==> src/rtl/qtc_pkg.sv <==
package qtc_pkg;

  localparam int SET_W    = 9;
  localparam int WORD_W   = 3;
  localparam int SET_LSB  = 5;
  localparam int WORD_LSB = 2;

  // register byte offsets
  localparam int OFF_MAP       = 'h00;
  localparam int OFF_EN_STAT   = 'h20;
  localparam int OFF_EN_SET    = 'h24;
  localparam int OFF_EN_CLR    = 'h28;
  localparam int OFF_SEC_STAT  = 'h30;
  localparam int OFF_SEC_CLR   = 'h34;
  localparam int OFF_MISS_STAT = 'h38;
  localparam int OFF_MISS_CLR  = 'h3C;
  localparam int OFF_PEND      = 'h40;
  localparam int OFF_PEND_CLR  = 'h48;

  typedef struct packed {
    logic [SET_W-1:0]  set;
    logic [WORD_W-1:0] word;
  } map_t;

endpackage

==> src/rtl/qtc_chan_cfg.sv <==
module qtc_chan_cfg
  import qtc_pkg::*;
#(
  parameter int NCH    = 8,
  parameter int DATA_W = 32
) (
  input  logic                clk,
  input  logic                rst_n,
  input  logic [NCH-1:0]      map_we,
  input  logic [DATA_W-1:0]   wdata,
  input  logic [NCH-1:0]      en_set,
  input  logic [NCH-1:0]      en_clr,
  output map_t [NCH-1:0]      map_q,
  output logic [NCH-1:0]      en_q
);

  map_t [NCH-1:0] map_d;
  logic [NCH-1:0] en_d;
  logic           map_ce;
  logic           en_ce;

  always_comb begin
    map_d = map_q;
    for (int c = 0; c < NCH; c++) begin
      if (map_we[c]) begin
        map_d[c].set  = wdata[SET_LSB +: SET_W];
        map_d[c].word = wdata[WORD_LSB +: WORD_W];
      end
    end
    en_d   = (en_q | en_set) & ~en_clr;
    map_ce = |map_we;
    en_ce  = |(en_set | en_clr);
  end

  always_ff @(posedge clk or negedge rst_n) begin
    if (!rst_n) begin
      map_q <= '0;
      en_q  <= '0;
    end else begin
      if (map_ce) map_q <= map_d;
      if (en_ce)  en_q  <= en_d;
    end
  end

endmodule

==> src/rtl/qtc_trig_match.sv <==
module qtc_trig_match
  import qtc_pkg::*;
#(
  parameter int NCH = 8
) (
  input  logic                ps_wr,
  input  logic [SET_W-1:0]    ps_set,
  input  logic [WORD_W-1:0]   ps_word,
  input  map_t [NCH-1:0]      map_q,
  input  logic [NCH-1:0]      en_q,
  output logic [NCH-1:0]      trig
);

  for (genvar g = 0; g < NCH; g++) begin : g_cmp
    assign trig[g] = ps_wr && en_q[g]
                     && (map_q[g].set  == ps_set)
                     && (map_q[g].word == ps_word);
  end

endmodule

==> src/rtl/qtc_evt_arb.sv <==
module qtc_evt_arb #(
  parameter int NCH  = 8,
  parameter int CH_W = 3
) (
  input  logic            clk,
  input  logic            rst_n,
  input  logic [NCH-1:0]  trig,
  input  logic [NCH-1:0]  sec_clr,
  input  logic [NCH-1:0]  miss_clr,
  input  logic            evt_ready,
  output logic            evt_valid,
  output logic [CH_W-1:0] evt_chan,
  output logic [NCH-1:0]  sec_q,
  output logic [NCH-1:0]  miss_q
);

  logic [NCH-1:0]  sec_d;
  logic [NCH-1:0]  miss_d;
  logic            hold_q;
  logic            hold_d;
  logic [CH_W-1:0] hold_ch_q;
  logic [CH_W-1:0] lo_ch;
  logic [NCH-1:0]  pres;
  logic [NCH-1:0]  acc;

  // lowest-numbered outstanding channel
  always_comb begin
    lo_ch = '0;
    for (int i = NCH - 1; i >= 0; i--) begin
      if (sec_q[i]) lo_ch = CH_W'(i);
    end
  end

  assign evt_valid = |sec_q;
  assign evt_chan  = hold_q ? hold_ch_q : lo_ch;

  always_comb begin
    pres   = evt_valid ? (NCH'(1) << evt_chan) : '0;
    acc    = evt_ready ? pres : '0;
    // presented channel is shielded from software clear; trigger wins
    sec_d  = (sec_q & ~acc & ~(sec_clr & ~pres)) | trig;
    miss_d = (miss_q & ~miss_clr) | (trig & sec_q & ~acc);
    hold_d = evt_valid && !evt_ready;
  end

  always_ff @(posedge clk or negedge rst_n) begin
    if (!rst_n) begin
      sec_q     <= '0;
      miss_q    <= '0;
      hold_q    <= 1'b0;
      hold_ch_q <= '0;
    end else begin
      sec_q  <= sec_d;
      miss_q <= miss_d;
      hold_q <= hold_d;
      if (hold_d) hold_ch_q <= evt_chan;
    end
  end

endmodule

==> src/rtl/qtc_pend.sv <==
module qtc_pend #(
  parameter int CODE_W = 6,
  parameter int NPEND  = 1 << CODE_W
) (
  input  logic              clk,
  input  logic              rst_n,
  input  logic              cmp_valid,
  input  logic [CODE_W-1:0] cmp_code,
  input  logic [NPEND-1:0]  clr,
  output logic [NPEND-1:0]  pend_q
);

  logic [NPEND-1:0] set_vec;
  logic [NPEND-1:0] pend_d;
  logic             pend_ce;

  always_comb begin
    set_vec = {{(NPEND-1){1'b0}}, cmp_valid} << cmp_code;
    pend_d  = (pend_q & ~clr) | set_vec;
    pend_ce = cmp_valid || (|clr);
  end

  always_ff @(posedge clk or negedge rst_n) begin
    if (!rst_n) begin
      pend_q <= '0;
    end else if (pend_ce) begin
      pend_q <= pend_d;
    end
  end

endmodule

==> src/rtl/qtc_ctrl.sv <==
module qtc_ctrl
  import qtc_pkg::*;
#(
  parameter int NCH    = 8,
  parameter int ADDR_W = 8,
  parameter int DATA_W = 32,
  parameter int CODE_W = 6,
  localparam int CH_W   = $clog2(NCH),
  localparam int NPEND  = 1 << CODE_W,
  localparam int NPWORD = NPEND / DATA_W
) (
  input  logic              clk,
  input  logic              rst_n,
  input  logic              bus_wr,
  input  logic [ADDR_W-1:0] bus_addr,
  input  logic [DATA_W-1:0] bus_wdata,
  output logic [DATA_W-1:0] bus_rdata,
  input  logic              ps_wr,
  input  logic [SET_W-1:0]  ps_set,
  input  logic [WORD_W-1:0] ps_word,
  output logic              evt_valid,
  input  logic              evt_ready,
  output logic [CH_W-1:0]   evt_chan,
  output logic [SET_W-1:0]  evt_set,
  input  logic              cmp_valid,
  input  logic [CODE_W-1:0] cmp_code
);

  // reset: asynchronous assert, synchronous release
  logic [1:0] rst_sync_q;
  logic       rst_ni;

  always_ff @(posedge clk or negedge rst_n) begin
    if (!rst_n) rst_sync_q <= '0;
    else        rst_sync_q <= {rst_sync_q[0], 1'b1};
  end
  assign rst_ni = rst_sync_q[1];

  // write decode
  logic [NCH-1:0]   map_we;
  logic [NCH-1:0]   en_set;
  logic [NCH-1:0]   en_clr;
  logic [NCH-1:0]   sec_clr;
  logic [NCH-1:0]   miss_clr;
  logic [NPEND-1:0] pend_clr;

  always_comb begin
    for (int c = 0; c < NCH; c++) begin
      map_we[c] = bus_wr && (bus_addr == ADDR_W'(OFF_MAP + 4 * c));
    end
    en_set   = (bus_wr && bus_addr == ADDR_W'(OFF_EN_SET))   ? bus_wdata[NCH-1:0] : '0;
    en_clr   = (bus_wr && bus_addr == ADDR_W'(OFF_EN_CLR))   ? bus_wdata[NCH-1:0] : '0;
    sec_clr  = (bus_wr && bus_addr == ADDR_W'(OFF_SEC_CLR))  ? bus_wdata[NCH-1:0] : '0;
    miss_clr = (bus_wr && bus_addr == ADDR_W'(OFF_MISS_CLR)) ? bus_wdata[NCH-1:0] : '0;
    for (int w = 0; w < NPWORD; w++) begin
      pend_clr[w*DATA_W +: DATA_W] =
        (bus_wr && bus_addr == ADDR_W'(OFF_PEND_CLR + 4 * w)) ? bus_wdata : '0;
    end
  end

  map_t [NCH-1:0]   map_q;
  logic [NCH-1:0]   en_q;
  logic [NCH-1:0]   trig;
  logic [NCH-1:0]   sec_q;
  logic [NCH-1:0]   miss_q;
  logic [NPEND-1:0] pend_q;

  qtc_chan_cfg #(.NCH(NCH), .DATA_W(DATA_W)) u_cfg (
    .clk    (clk),
    .rst_n  (rst_ni),
    .map_we (map_we),
    .wdata  (bus_wdata),
    .en_set (en_set),
    .en_clr (en_clr),
    .map_q  (map_q),
    .en_q   (en_q)
  );

  qtc_trig_match #(.NCH(NCH)) u_match (
    .ps_wr   (ps_wr),
    .ps_set  (ps_set),
    .ps_word (ps_word),
    .map_q   (map_q),
    .en_q    (en_q),
    .trig    (trig)
  );

  qtc_evt_arb #(.NCH(NCH), .CH_W(CH_W)) u_arb (
    .clk       (clk),
    .rst_n     (rst_ni),
    .trig      (trig),
    .sec_clr   (sec_clr),
    .miss_clr  (miss_clr),
    .evt_ready (evt_ready),
    .evt_valid (evt_valid),
    .evt_chan  (evt_chan),
    .sec_q     (sec_q),
    .miss_q    (miss_q)
  );

  qtc_pend #(.CODE_W(CODE_W), .NPEND(NPEND)) u_pend (
    .clk       (clk),
    .rst_n     (rst_ni),
    .cmp_valid (cmp_valid),
    .cmp_code  (cmp_code),
    .clr       (pend_clr),
    .pend_q    (pend_q)
  );

  assign evt_set = map_q[evt_chan].set;

  // read mux
  always_comb begin
    bus_rdata = '0;
    for (int c = 0; c < NCH; c++) begin
      if (bus_addr == ADDR_W'(OFF_MAP + 4 * c)) begin
        bus_rdata[SET_LSB +: SET_W]   = map_q[c].set;
        bus_rdata[WORD_LSB +: WORD_W] = map_q[c].word;
      end
    end
    if (bus_addr == ADDR_W'(OFF_EN_STAT))   bus_rdata[NCH-1:0] = en_q;
    if (bus_addr == ADDR_W'(OFF_SEC_STAT))  bus_rdata[NCH-1:0] = sec_q;
    if (bus_addr == ADDR_W'(OFF_MISS_STAT)) bus_rdata[NCH-1:0] = miss_q;
    for (int w = 0; w < NPWORD; w++) begin
      if (bus_addr == ADDR_W'(OFF_PEND + 4 * w)) bus_rdata = pend_q[w*DATA_W +: DATA_W];
    end
  end

endmodule

==> config.mk <==
export PLATFORM = sky130hd
export DESIGN_NAME = qtc_ctrl
export DESIGN_NICKNAME = d
export VERILOG_FILES = /design/src/rtl/qtc_pkg.sv /design/src/rtl/qtc_chan_cfg.sv /design/src/rtl/qtc_trig_match.sv /design/src/rtl/qtc_evt_arb.sv /design/src/rtl/qtc_pend.sv /design/src/rtl/qtc_ctrl.sv
export SDC_FILE = /design/constraint.sdc
export NUM_CORES = 1
export LEC_CHECK = 0
export BUFFER_PORTS_ARGS = -buffer_cell sky130_fd_sc_hd__buf_2
export CAP_MARGIN = 15
export CORE_MARGIN = 2
export CORE_UTILIZATION = 53
export DETAILED_ROUTE_END_ITERATION = 8
export GPL_TIMING_DRIVEN = 0
export PLACE_DENSITY = 0.74
export SETUP_SLACK_MARGIN = 0.3
export SYNTH_ARGS = -nofsm -noshare
export SYNTH_HDL_FRONTEND = slang
export SYNTH_SLANG_ARGS = --single-unit
==> constraint.sdc <==
create_clock -name clk -period 6.4 [get_ports clk]
set_input_delay 0.64 -clock clk [delete_from_list [all_inputs] [get_ports clk]]
set_output_delay 0.64 -clock clk [all_outputs]
set_load 0.02 [all_outputs]
==> results of run 1 <==
==> cells in the final DEF, fill, tap and decap left out, types with 6 or more instances in the layout <==
master	count
sky130_fd_sc_hd__mux2_2	110
sky130_fd_sc_hd__a221oi_1	10
sky130_fd_sc_hd__nand4_1	19
sky130_fd_sc_hd__a31oi_1	20
sky130_fd_sc_hd__a22o_1	59
sky130_fd_sc_hd__nand3b_1	7
sky130_fd_sc_hd__xnor2_1	96
sky130_fd_sc_hd__mux4_2	13
sky130_fd_sc_hd__nor4_1	19
sky130_fd_sc_hd__inv_1	10
sky130_fd_sc_hd__o311ai_0	6
sky130_fd_sc_hd__nand2b_1	8
sky130_fd_sc_hd__clkbuf_1	54
sky130_fd_sc_hd__buf_2	110
sky130_fd_sc_hd__nor3_1	20
sky130_fd_sc_hd__o22ai_1	12
sky130_fd_sc_hd__mux2i_1	15
sky130_fd_sc_hd__and3_1	8
sky130_fd_sc_hd__clkbuf_16	17
sky130_fd_sc_hd__o21ai_0	43
sky130_fd_sc_hd__nand2_1	146
sky130_fd_sc_hd__dfrtp_1	189
sky130_fd_sc_hd__nor2_1	57
sky130_fd_sc_hd__nand3_1	33
sky130_fd_sc_hd__a21oi_1	56
==> cell type report <==
class,instances,area (um2)
sequential,190,4758
clock buffer,19,442.9
timing repair buffer,97,535.5
fill,1802,8200
inverter,10,37.54
tap,275,344.1
buffer,80,359.1
clock inverter,13,172.7
multi-input combinational,844,6038
==> where the power goes <==
group	switching (mW)	total [mW]	internal (mW)
combinational	0.214	0.380	0.167
clock	0.510	1.15	0.635
sequential	0.0972	1.41	1.31
==> flip-flops by register name, summed over array words and instances (netlist names) <==
signal	flops
u_cfg.map_q	96
u_pend.pend_q	64
u_arb.miss_q	8
u_arb.sec_q	8
u_cfg.en_q	8
u_arb.hold_ch_q	3
rst_sync_q	2
u_arb.hold_q	1
==> cell families (layout without fill, tap and decap cells) <==
| group | after synthesis | count (layout) | synth area share (%) |
|---|---|---|---|
| mux | 138 | 138 | 15.04 |
| flops | 190 | 190 | 42.52 |
| compound gates | 259 | 259 | 16.16 |
| other cells | 1 | 1 | 0.03353 |
| simple gates | 350 | 350 | 15.19 |
| xor+xnor | 96 | 96 | 7.518 |
| buf+inv | 90 | 219 | 3.547 |
==> per-stage QoR <==
step | utilization [%] | cells | power [mW]
CTS | 60.72 | 1527 | 2.921
global placement | 57.41 | 1492 | 1.782
finish | 60.74 | 1528 | 2.934
detailed placement | 57.72 | 1494 | 1.797
floorplan | - | 1124 | 1.649
global route | 60.74 | 1528 | 3.023
==> worst max path at each step <==
stage,endpoint,slack (ps)
6_report,bus_rdata[7],2210
5_1_grt,evt_set[8],2190
4_1_cts,bus_rdata[7],2390
3_5_place_dp,bus_rdata[7],2420
3_3_place_gp,u_arb.hold_ch_q[1],-1540
2_1_floorplan,u_arb.hold_ch_q[0],710
==> repair_timing <==
item | CTS | global route
endpoints found under the hold margin | 2 | 0
gates resized for setup | 0 | 0
hold buffers | 1 | 0
==> layer usage <==
metal / global-route usage, % / routed length [um] / up-vias
li1: - / - / 4364
met1: 53.13 / 16230 / 5069
met2: 54.47 / 17940 / 759
met3: 10.18 / 5030 / 124
met4: 14.57 / 1474 / 0
met5: 0 / 0 / -
==> critical path, stage by stage <==
cell,delay [ps]
sky130_fd_sc_hd__buf_2,110
sky130_fd_sc_hd__buf_6,130
sky130_fd_sc_hd__or4_1,690
sky130_fd_sc_hd__nor2_1,630
sky130_fd_sc_hd__o21ai_0,290
sky130_fd_sc_hd__a31oi_1,400
sky130_fd_sc_hd__o21ai_0,230
sky130_fd_sc_hd__a21oi_1,220
sky130_fd_sc_hd__buf_2,190
==> impl_summary.txt, run 1 <==
----------------------------------------------------
[CTS]
  Root buffer cell ... sky130_fd_sc_hd__clkbuf_16
  CTS tree ... yes
  # clock sinks ... 190
  Clk_lat worst skew ... ~450 ps
  Setup repair bufs after CTS ... 0
  Maximum level of the CTS H-tree ... 4
  Clock buffer depth ... 2
  CTS Buf Count ... 17
  Clock Pin Slew Worst Setup and Hold Paths ... approximately 70 ps

[Global route]
  GRT Residual Overflow ... 0
  Antenna violations before repair ... 0
  Pin count of the biggest net entering global routing ... 67
  Number of global-route vias before repair ... around 10000
  Total global-route track usage ... 37.35%
  First-pass GRT wire length ... a little over 60 mm

[Setup path]
  Largest fanout on the critical path ... 10
  Launching point of the worst reg2reg path ... u_arb.sec_q[3]
  Destination of the worst register-to-register timing path ... u_arb.miss_q[4]
  Worst Setup SP ... bus_addr[5]
  Reg-to-reg setup timing slack ... about 3700 ps
  Data required time at the worst endpoint ... 5760 ps
  Crit path capture type ... primary output
  Register-to-Register Path Depth ... 7
  Endpoint arrival time on the critical path ... roughly 3600 ps
  CP Class ... in2out
  Critical path launch point type ... primary input

[Hold path]
  Capture endpoint of the worst hold path ... rst_sync_q[1]
  Hold wc startpoint ... rst_sync_q[0]
  Min-Delay Path Depth ... 0
  Type of the worst min-delay path ... reg2reg

[Placement]
  Routability Congestion ... slightly below 1
  Detailed-placement wirelength estimate ... between 30 and 40 mm
  Instance area at placement ... 12060 um2
  Worst setup timing slack at the placement stage ... roughly 2400 ps
  Port bufs ... slightly above 90

[Detailed routing]
  Detail-routed via count per cell ... between 6 and 7
  Starting DRT DRC Count ... about 1500
  Final routed DRC violation total ... 0
  Average wire per standard cell ... between 20 and 30 um
  Via count ... slightly above 10000
  Router iterations before antenna repair ... 5
  Total detailed-routing wirelength ... approximately 41 mm
  Antenna-violating nets left ... 0

[Yosys]
  Synth Cell Area ... 11180 um2
  Top post-synthesis cells by area ... sky130_fd_sc_hd__dfrtp_1 (43%), sky130_fd_sc_hd__mux2_2 (11%), sky130_fd_sc_hd__xnor2_1 (7.5%), sky130_fd_sc_hd__nand2_1 (4.9%), sky130_fd_sc_hd__a22o_1 (4.6%)
  Synth warnings ... 0
  Synthesized Nets ... 1188
  Async set-reset flop share out of synthesis ... 100.0%
  Synth top cells by count ... sky130_fd_sc_hd__dfrtp_1 (190), sky130_fd_sc_hd__nand2_1 (146), sky130_fd_sc_hd__mux2_2 (110)
  Post-Syn Area per Cell ... between 9 and 10 um2
  Flop and latch count out of synthesis ... 190
  Mapped Cells ... ~1100
  Area share of the largest cell type after synthesis ... a little over two fifths
  Most common cell in the netlist ... sky130_fd_sc_hd__dfrtp_1
  Register area share after synthesis ... 42.52%
  Distinct cell type count of the synthesized netlist ... 69
  Dominant cell type by area after synthesis ... sky130_fd_sc_hd__dfrtp_1
  Commonest register cell after synthesis ... sky130_fd_sc_hd__dfrtp_1
  Post-synth EDFFs ... 0

[Floorplan]
  I/O Pins ... roughly 110
  Row cnt ... 53
  Chip Height ... approximately 150 um
  Effective utilization at floorplan ... 53.54%
  Area enclosed by the die boundary ... roughly 22000 um2
  Die Wd ... ~150 um
  Core Region ... between 20000 and 25000 um2

[Pwr]
  Max VDD drop ... approximately 150 uV
  Power per cell area ... approximately 230 nW/um2
  Static leakage power ... approximately 5.4 nW

[STA]
  Worst setup skew after layout ... approximately 13 ps
  Summed negative setup slack over all endpoints ... 0 ps
  Fraction of the cycle the final worst path needs ... between 60% and 70%
  Post-layout min period ... about 4200 ps
  Final number of max-transition violations ... 0
  Hold Slack ... ~360 ps
  Max-slew headroom ... between 10% and 20%
  Setup ws final ... approximately 2200 ps
  Highest achievable clock rate ... roughly 0.24 GHz
  Transition time at the pin with the least slew margin ... ~1200 ps
  Count of final hold-check violations ... 0
  RSZ-0062 raised after global routing ... no
  Final Setup Violations ... 0

[Cells and area]
  Count of inserted antenna diode cells ... 0
  # nets final ... ~1300
  Final cell area excluding filler cells ... 12690 um2
  Layout Area Growth over Synthesis ... 13.46%
  Layout cell share with drive strength beyond 1 ... a little under a quarter

[Outcome]
  Result of the run ... complete, no violations

[Job]
  Number of maximum-capacitance violations ... 0

----------------------------------------------------
Note: power is estimated with default switching activity, not from simulation.
==> run 2: changes to the inputs <==
==> constraint.sdc (replaced) <==
create_clock -name clk -period 4.06 [get_ports clk]
set_input_delay 0.406 -clock clk [delete_from_list [all_inputs] [get_ports clk]]
set_output_delay 0.406 -clock clk [all_outputs]
set_load 0.02 [all_outputs]
==> impl_summary.txt, run 2 (synthesized netlist as in run 1, its figures left out) <==
----------------------------------------------------
[CTS]
  Clock buffer depth ... 2 (unchanged)
  Root buffer cell ... sky130_fd_sc_hd__clkbuf_16 (unchanged)
  Maximum level of the CTS H-tree ... 4 (unchanged)
  Clk_lat worst skew ... 450 ps (about the same)
  Clock Pin Slew Worst Setup and Hold Paths ... 80 ps (was 70 ps)
  CTS tree ... yes (unchanged)
  CTS Buf Count ... 17 (unchanged)
  # clock sinks ... 190 (unchanged)

[Pwr]
  Static leakage power ... 5.434 nW (was 5.445 nW)
  Max VDD drop ... 253.5 uV (was 154.5 uV)
  Power per cell area ... 357.7 nW/um2 (was 231.2 nW/um2)

[Setup path]
  Crit path capture type ... primary output (unchanged)
  Crit-path leading delay family ... buffers and inverters (was simple AND/OR/NAND/NOR gates)
  Largest fanout on the critical path ... 10 (unchanged)
  Data required time at the worst endpoint ... 3650 ps (was 5760 ps)
  CP Class ... in2out (unchanged)
  Critical-path cell list ... buf_2 > buf_2 > buf_2 > buf_1 > nand2_1 > o221ai_1 > a21oi_1 > o21ai_0 > a21oi_1 > buf_2 (was buf_2 > buf_6 > or4_1 > nor2_1 > o21ai_0 > a31oi_1 > o21ai_0 > a21oi_1 > buf_2)
  Max incr delay on CP ... 710 ps (was 690 ps)
  Dominant cell type by count on the critical path ... sky130_fd_sc_hd__buf_2
  Buf+Inv Stages, Crit Path ... 5 (was 3)
  Standard cell with the maximum stage delay on the critical path ... sky130_fd_sc_hd__buf_1 (was sky130_fd_sc_hd__or4_1)
  Endpoint arrival time on the critical path ... 3300 ps (was 3550 ps)
  Critical path launch point type ... primary input (unchanged)

[Cells and area]
  Area of the multi-input gates ... 6041 um2 (was 6038 um2)
  Most common cell after layout, fill and taps aside ... sky130_fd_sc_hd__dfrtp_1 (unchanged)
  Layout Area Growth over Synthesis ... 13.36% (was 13.46%)
  Most flops, register ... u_cfg.map_q (unchanged)
  Leading cell types in the layout, fill and taps excluded ... sky130_fd_sc_hd__dfrtp_1 (189), sky130_fd_sc_hd__nand2_1 (146), sky130_fd_sc_hd__buf_2 (110), sky130_fd_sc_hd__mux2_2 (110), sky130_fd_sc_hd__xnor2_1 (96) (unchanged)
  Layout cell share with drive strength beyond 1 ... 23.52% (was 23.22%)
  # nets final ... 1305 (was 1304)
  Storage cell area ... 4758 um2 (unchanged)
  Non-Filler Instances ... 1529 (was 1528)
  Largest registers ranked by flip-flop count ... u_cfg.map_q (96), u_pend.pend_q (64) (unchanged)
  Count of inserted antenna diode cells ... 0 (unchanged)
  Fillers ... 1761 (was 1802)
  Largest register FFs ... 96 (unchanged)

[STA]
  Final number of max-transition violations ... 0 (unchanged)
  Highest achievable clock rate ... about 0.27 GHz
  Worst setup skew after layout ... 12.13 ps (was 12.83 ps)
  Post-layout min period ... about 3700 ps
  Setup ws final ... 350.6 ps (was 2211 ps)
  Final Setup Violations ... 0 (unchanged)
  Fraction of the cycle the final worst path needs ... about nine tenths
  RSZ-0062 raised after global routing ... no (unchanged)
  Count of final hold-check violations ... 0 (unchanged)
  Max-slew headroom ... 18.61% (was 16.18%)
  Hold Slack ... 160.3 ps (was 357.1 ps)
  Transition time at the pin with the least slew margin ... 1211 ps (was 1248 ps)

[Global route]
  GRT Residual Overflow ... 0 (unchanged)
  Pin count of the biggest net entering global routing ... 71 (was 67)
  Number of global-route vias before repair ... 10130 (was 10010)
  Antenna violations before repair ... 0 (unchanged)
  First-pass GRT wire length ... 61.87 mm (was 61.34 mm)
  Total global-route track usage ... 37.68% (was 37.35%)

[Floorplan]
  Area enclosed by the die boundary ... 22280 um2 (unchanged)
  Row cnt ... 53 (unchanged)
  I/O Pins ... 109 (unchanged)
  Core Region ... 20890 um2 (unchanged)
  Die Wd ... 149.3 um (unchanged)
  Chip Height ... 149.3 um (unchanged)
  Effective utilization at floorplan ... 53.54% (unchanged)

[Placement]
  Routability Congestion ... 1.012 (was 0.9887)
  Worst setup timing slack at the placement stage ... 653.0 ps (was 2422 ps)
  Detailed-placement wirelength estimate ... 30.36 mm (was 30.05 mm)
  Port bufs ... 93 (unchanged)
  Post-Place Cells ... 1496 (was 1494)

[Detailed routing]
  Via count ... 10490 (was 10320)
  Detail-routed via count per cell ... 6.863 (was 6.751)
  Antenna-violating nets left ... 0 (unchanged)
  Total detailed-routing wirelength ... 41.26 mm (was 40.68 mm)
  Final routed DRC violation total ... 0 (unchanged)
  Average wire per standard cell ... 26.98 um (was 26.62 um)
  Starting DRT DRC Count ... 1616 (was 1461)
  Router iterations before antenna repair ... 6 (was 5)

[Outcome]
  Result of the run ... complete, no violations (unchanged)

[Hold path]
  Type of the worst min-delay path ... in2reg (was reg2reg)

[Job]
  Number of maximum-capacitance violations ... 0 (unchanged)

----------------------------------------------------
[run 2: report_power, final]
group          switching [mW]  internal [mW]
Clock                   0.839          0.868
Combinational           0.346          0.265
Sequential              0.151           2.07
[run 2: final timing paths]
kind / slack (ps) / depth (start not counted) / end / startpoint
worst max register to register: 1650 / 8 / u_arb.sec_q[7] / u_arb.sec_q[7]
min in group asynchronous: 260 / 2 / rst_sync_q[1] / rst_n
max in group asynchronous: 2840 / 2 / u_cfg.en_q[0] / rst_sync_q[1]
worst min register to register: 300 / 0 / u_pend.pend_q[16] / rst_sync_q[1]
worst min-delay path: 160 / 2 / u_pend.pend_q[27] / bus_wdata[27]
worst max-delay path: 350 / 10 / bus_rdata[2] / bus_addr[3]
[run 2: what timing repair did]
| action | in CTS | in global routing |
|---|---|---|
| hold buffers | 1 | 0 |
| setup buffers | 0 | 0 |
| setup endpoints to repair | 0 | 3 |
| resized for setup | 0 | 2 |
| hold endpoints to repair | 2 | 0 |
[run 2: metal layers]
metal	GRT usage (%)	part of all wire, %	vias up
met1	54.00	40	5233
met3	7.920	11	144
met2	55.85	44	746
met4	15.38	4.4	0
met5	0	0	-
li1	-	-	4371
[run 2: cell type report]
| type | count | area share, % |
|---|---|---|
| Sequential cell | 190 | 37.53 |
| Timing Repair Buffer | 98 | 4.402 |
| Buffer | 80 | 2.842 |
| Multi-Input combinational cell | 844 | 47.65 |
| Clock buffer | 17 | 3.356 |
| Tap cell | 275 | 2.714 |
| Clock inverter | 15 | 1.204 |
| Inverter | 10 | 0.2961 |
[run 2: worst reg2reg max path, delay by kind of cell, from the launching register on]
kind / cells / cell delay (ps)
AOI/OAI and AO/OA: 4 / 1240
buffers and inverters: 3 / 510
DFF: 1 / 500
and+or+nand+nor: 1 / 90
[run 2: stage by stage]
stage	cell area (um2)	setup TNS, ps	util [%]	total power [mW]
floorplan	11180	0	-	2.600
global placement	11990	-53910	57.42	2.809
detailed placement	12090	0	57.86	2.838
CTS	12670	0	60.67	4.514
global route	12680	0	60.69	4.677
finish	12680	0	60.69	4.535
